## src/rtl/ldlk_pkg.sv

```systemverilog
package ldlk_pkg;
   localparam int unsigned REG_COUNT = 32;
   localparam int unsigned REG_IDX_W = $clog2(REG_COUNT);
   typedef logic [REG_IDX_W-1:0] reg_idx_t;
endpackage

```

## src/rtl/ldlk_onehot.sv

```systemverilog
module ldlk_onehot #(
   parameter int unsigned N     = 32,
   parameter int unsigned IDX_W = $clog2(N)
) (
   input  logic             en,
   input  logic [IDX_W-1:0] idx,
   output logic [N-1:0]     oh
);
   generate
      if (N < 2) begin : g_bad
         initial $error("ldlk_onehot: N must be at least 2");
      end
      for (genvar i = 0; i < N; i++) begin : g_bit
         assign oh[i] = en && (idx == IDX_W'(i));
      end
   endgenerate
endmodule

```

## src/rtl/ldlk_lockvec.sv

```systemverilog
module ldlk_lockvec #(
   parameter int unsigned N     = 32,
   parameter int unsigned IDX_W = $clog2(N)
) (
   input  logic             clk,
   input  logic             rst_n,
   input  logic             set_en,
   input  logic [IDX_W-1:0] set_idx,
   input  logic             clr_en,
   input  logic [IDX_W-1:0] clr_idx,
   output logic [N-1:0]     lock_q
);
   logic [N-1:0] set_oh;
   logic [N-1:0] clr_oh;

   ldlk_onehot #(.N(N), .IDX_W(IDX_W)) u_set_dec (.en(set_en), .idx(set_idx), .oh(set_oh));
   ldlk_onehot #(.N(N), .IDX_W(IDX_W)) u_clr_dec (.en(clr_en), .idx(clr_idx), .oh(clr_oh));

   generate
      for (genvar i = 0; i < N; i++) begin : g_lock
         always_ff @(posedge clk) begin
            if (!rst_n)          lock_q[i] <= 1'b0;
            else if (set_oh[i])  lock_q[i] <= 1'b1;
            else if (clr_oh[i])  lock_q[i] <= 1'b0;
         end
      end
   endgenerate

   AST_SET_MARKS_REG: assert property (@(posedge clk) disable iff (!rst_n)
      set_en |=> lock_q[$past(set_idx)]);
   AST_CLEAR_FREES_REG: assert property (@(posedge clk) disable iff (!rst_n)
      (clr_en && !(set_en && set_idx == clr_idx)) |=> !lock_q[$past(clr_idx)]);
   AST_SET_BEATS_CLEAR: assert property (@(posedge clk) disable iff (!rst_n)
      (clr_en && set_en && set_idx == clr_idx) |=> lock_q[$past(clr_idx)]);
endmodule

```

## src/rtl/ldlk_pendcnt.sv

```systemverilog
module ldlk_pendcnt #(
   parameter int unsigned MAX   = 2,
   parameter int unsigned CNT_W = $clog2(MAX + 1)
) (
   input  logic clk,
   input  logic rst_n,
   input  logic inc,
   input  logic dec,
   output logic full
);
   logic [CNT_W-1:0] cnt_q;

   generate
      if (MAX < 1) begin : g_bad
         initial $error("ldlk_pendcnt: MAX must be at least 1");
      end
   endgenerate

   always_ff @(posedge clk) begin
      if (!rst_n)           cnt_q <= '0;
      else if (inc && !dec) cnt_q <= cnt_q + 1'b1;
      else if (dec && !inc) cnt_q <= cnt_q - 1'b1;
   end

   assign full = (cnt_q == CNT_W'(MAX));

   AST_NO_OVERFLOW: assert property (@(posedge clk) disable iff (!rst_n)
      cnt_q <= CNT_W'(MAX));
   AST_RETURN_HAS_PENDING: assert property (@(posedge clk) disable iff (!rst_n)
      dec |-> cnt_q != '0);
   AST_FULL_BLOCKS_INC: assert property (@(posedge clk) disable iff (!rst_n)
      (full && !dec) |-> !inc);
endmodule

```

## src/rtl/ldlk_interlock.sv

```systemverilog
module ldlk_interlock
   import ldlk_pkg::*;
#(
   parameter int unsigned NREG   = REG_COUNT,
   parameter int unsigned LD_MAX = 2,
   localparam int unsigned IDX_W = $clog2(NREG)
) (
   input  logic             clk,
   input  logic             rst_n,
   input  logic             slot_valid,
   input  logic             slot_is_load,
   input  logic [IDX_W-1:0] slot_rs1,
   input  logic [IDX_W-1:0] slot_rs2,
   input  logic [IDX_W-1:0] slot_rd,
   input  logic             ldret_valid,
   input  logic [IDX_W-1:0] ldret_reg,
   output logic             stall,
   output logic [NREG-1:0]  lock_vec
);
   logic hz_rs1, hz_rs2, hz_rd, pend_full, cap_block, ld_accept;

   function automatic logic field_hazard(input logic [IDX_W-1:0] r,
                                         input logic [NREG-1:0]  lk,
                                         input logic             rv,
                                         input logic [IDX_W-1:0] rr);
      return (r != '0) && lk[r] && !(rv && rr == r);
   endfunction

   always_comb begin
      hz_rs1    = field_hazard(slot_rs1, lock_vec, ldret_valid, ldret_reg);
      hz_rs2    = field_hazard(slot_rs2, lock_vec, ldret_valid, ldret_reg);
      hz_rd     = field_hazard(slot_rd,  lock_vec, ldret_valid, ldret_reg);
      cap_block = slot_is_load && pend_full && !ldret_valid;
      stall     = slot_valid && (hz_rs1 || hz_rs2 || hz_rd || cap_block);
      ld_accept = slot_valid && slot_is_load && !stall;
   end

   ldlk_lockvec #(.N(NREG), .IDX_W(IDX_W)) u_lockvec (
      .clk    (clk),
      .rst_n  (rst_n),
      .set_en (ld_accept && slot_rd != '0),
      .set_idx(slot_rd),
      .clr_en (ldret_valid),
      .clr_idx(ldret_reg),
      .lock_q (lock_vec)
   );

   ldlk_pendcnt #(.MAX(LD_MAX)) u_pend (
      .clk  (clk),
      .rst_n(rst_n),
      .inc  (ld_accept),
      .dec  (ldret_valid),
      .full (pend_full)
   );

   AST_R0_FREE: assert property (@(posedge clk) disable iff (!rst_n)
      !lock_vec[0]);
   AST_SRC_HOLDS: assert property (@(posedge clk) disable iff (!rst_n)
      (slot_valid && slot_rs1 != '0 && lock_vec[slot_rs1] && !ldret_valid) |-> stall);
   AST_DST_HOLDS: assert property (@(posedge clk) disable iff (!rst_n)
      (slot_valid && slot_rd != '0 && lock_vec[slot_rd] && !ldret_valid) |-> stall);
   AST_EMPTY_FREE: assert property (@(posedge clk) disable iff (!rst_n)
      !slot_valid |-> !stall);
   AST_STALL_KEEPS_LOCKS: assert property (@(posedge clk) disable iff (!rst_n)
      (stall && !ldret_valid) |=> $stable(lock_vec));
endmodule

```

## config.mk

```make
export PLATFORM = sky130hd
export DESIGN_NAME = ldlk_interlock
export DESIGN_NICKNAME = d
export VERILOG_FILES = /design/src/rtl/ldlk_pkg.sv /design/src/rtl/ldlk_onehot.sv /design/src/rtl/ldlk_lockvec.sv /design/src/rtl/ldlk_pendcnt.sv /design/src/rtl/ldlk_interlock.sv
export SDC_FILE = /design/constraint.sdc
export NUM_CORES = 1
export LEC_CHECK = 0
export ABC_AREA = 1
export BUFFER_PORTS_ARGS = -buffer_cell sky130_fd_sc_hd__buf_4
export CORE_ASPECT_RATIO = 0.7
export CORE_MARGIN = 2
export CORE_UTILIZATION = 35
export CTS_BUF_LIST = sky130_fd_sc_hd__clkbuf_4
export DETAILED_ROUTE_END_ITERATION = 12
export HOLD_SLACK_MARGIN = 0.1
export SLEW_MARGIN = 20
export SYNTH_ARGS = -nofsm -noshare
export SYNTH_HDL_FRONTEND = slang
export SYNTH_HIERARCHICAL = 1
export SYNTH_SLANG_ARGS = --single-unit
```

## constraint.sdc

```tcl
create_clock -name clk -period 3 [get_ports clk]
set_clock_uncertainty 0.2 [all_clocks]
set_input_delay 0.15 -clock clk [delete_from_list [all_inputs] [get_ports clk]]
set_output_delay 0.15 -clock clk [all_outputs]
set_load 0.1 [all_outputs]
```

==> reports/qor.yml <==
grt_pass1_vias: 3635
worstSetupPathType: "in2reg"
crit_path_end_kind: "flop"
seq_area_um2: 681
cts_sinks: 34
area_growth_pct: 12.4
multi_input_area_mm2: 0.00210
combPwrFrac_pct: 30.8
relSlewSlack_pct: 41.9
hold_viol: 0
grt_pass1_wl_mm: 18.7
cts_resized: 0
syn_nets: 660
root_buffer: "clkbuf_4"
layout_setup_ws_ps: 333
dieHeight_um: 88.2
grt_usage_pct: 21.3
setup_viol: 0
final_common_cell: "nand2_1"
die_x_um: 124
dp_hpwl_mm: 9.05
cts_tree: "built"
cp_data_arrival_time_ps: 2750
internal_power_uw: 651
cp_max_fo: 16
vdd_drop_max_uv: 170
avgSynthCellArea_um2: 5.59
fin_hold_ws_ps: 125
wl_per_cell_um: 14.3
p_sw_share_pct: 37.3
hold_class: "in2reg"
clock_latency_ps: 350
core_mm2: 0.00976
powerDensity_mw_per_mm2: 261
min_period_ps: 2670
ant_nets: 0
ys_ff_latch: 34
start_util_pct: 36.3
fp-row-count: 30
final_cell_mix: "nand2_1 (197), inv_1 (130), nor2_1 (85), nand3_1 (63), buf_4 (57)"
max_slew.worst_pin.slew_ps: 870
slew_viol_final: 0
vias_per_cell: 4.91
fin_util_pct: 40.8
synth_warnings: 6
vias: 3974
fin_nets: 706
numPortBuffers: 57
n_antenna_cell: 0
worstPathRequired_ps: 3090
synth_cell_types: 29
startpoint_type: "input port"
grt_antenna_before_repair: 0
gp_congestion: 0.910
clk_pin_slew_ps: 110
fillerInstances: 1091
syn_area_mm2: 0.00354
cts.path.max_buffers: 2
setup_tns_ps: 0
drt_iter0_markers: 415
fmax_mhz: 375
clkPwrFrac_pct: 24.9
cap_violations: 0
htreeDepth: 2
grt.overflow.total: 0
pin_count: 58
grt_setup_unrepaired: "no"
dpl_worst_slack_ps: 370
drt_pass1_iterations: 5
routed_wl_mm: 11.6
period_share_pct: 88.9
yosysSeqAreaShare_pct: 19.2
status: "complete, no violations"
grt_max_degree: 33
dieArea_mm2: 0.0110
synth_cells: 634
drive_above_1_share_pct: 20.6
numCtsBuffers: 5
power_frac_seq_pct: 44.3
drcViolationCount: 0
p_leak_nw: 1.80
netSwitchingPower_uw: 388
## kinds of logic after synthesis
group	Yosys count	synth area share (%)
compound gates	54	12.0
xor+xnor	2	0.494
fa+ha+maj	1	0.353
buf+inv	161	21.7
flops	34	19.2
simple gates	382	46.2
## worst paths after layout
check                           depth (start not counted)                  from  slack (ps)                    to
worst max-delay path                                   17            slot_rd[3]         330   u_lockvec/lock_q[0]
worst min-delay path                                    6            slot_rd[2]         120  u_lockvec/lock_q[10]
worst max register to register                         19   u_lockvec/lock_q[0]         350   u_lockvec/lock_q[0]
worst min register to register                          2  u_lockvec/lock_q[13]         290  u_lockvec/lock_q[13]
## stage by stage
step	cell area, µm²	cells	total power, mW
floorplan	3550	634	0.708
CTS	3980	809	1.04
global route	3980	809	1.10
global placement	3910	799	0.777
finish	3980	809	1.04
detailed placement	3910	799	0.781
## timing repair
| action | in CTS | in global routing |
|---|---|---|
| setup buffers | 0 | 0 |
| setup endpoints to repair | 0 | 0 |
| endpoints found under the hold margin | 10 | 0 |
| hold buffers | 2 | 0 |
## worst max-delay path, stage by stage
cell and delay [ps]:
dlygate4sd3_1 530, buf_4 180, inv_1 130, o21ai_0 100
nor2_1 110, nand3_1 80, nand2_1 70, clkinv_1 70
nand3_2 70, nand2_2 50, nor2_2 170, nand2_2 90
nor2_2 100, nand2_1 380, nor2_1 290, inv_1 60
a21oi_1 130
## sequential cells by signal, summed over array words and instances, names as in the netlist
name              cells
u_pend/cnt_q          2
u_lockvec/lock_q     32
## power by group through the flow
stage | Combinational [mW] | Sequential, mW | Clock (mW)
6_report | 0.320 | 0.460 | 0.259
3_3_place_gp | 0.307 | 0.470 | 0
3_5_place_dp | 0.311 | 0.470 | 0
4_1_cts | 0.314 | 0.460 | 0.270
2_1_floorplan | 0.230 | 0.478 | 0
5_1_grt | 0.353 | 0.461 | 0.287
## layout make-up
cell class | instances | share of cell area (%)
Clock buffer | 6 | 1.13
Clock inverter | 2 | 0.220
Inverter | 141 | 13.7
Multi-Input combinational cell | 439 | 52.6
Sequential cell | 34 | 17.1
Tap cell | 128 | 4.02
Timing Repair Buffer | 59 | 11.2
## metal layers
metal | part of all wire, % | global-route usage, %
met5 | 0 | 0
met4 | 0.91 | 4.29
met3 | 8.0 | 4.89
met2 | 41 | 32.5
met1 | 50 | 30.9
## cells in the mapped netlist
cell type | instances | area share, %
inv_8 | 2 | 0.64
nand2_1 | 197 | 21
inv_1 | 130 | 14
nand3b_1 | 1 | 0.21
buf_6 | 8 | 2.5
a31oi_1 | 1 | 0.18
ha_1 | 1 | 0.35
nand2_2 | 12 | 2.1
nor2_1 | 86 | 9.1
o211ai_2 | 4 | 1.4
inv_2 | 7 | 0.74
xor2_1 | 2 | 0.49
buf_12 | 3 | 1.7
clkinv_1 | 2 | 0.21
o22ai_1 | 7 | 1.2
a21oi_2 | 30 | 7.4
buf_8 | 2 | 0.85
o21ai_0 | 5 | 0.71
nand4_1 | 2 | 0.35
buf_4 | 4 | 0.85
nand3_1 | 63 | 8.9
nor4_1 | 1 | 0.18
nand3_2 | 9 | 2.5
o21ai_1 | 1 | 0.14
o221ai_1 | 1 | 0.25
a21oi_1 | 5 | 0.71
buf_2 | 3 | 0.42
nor2_2 | 11 | 1.9
dfxtp_1 | 34 | 19
(Power assumes the default switching activity.)
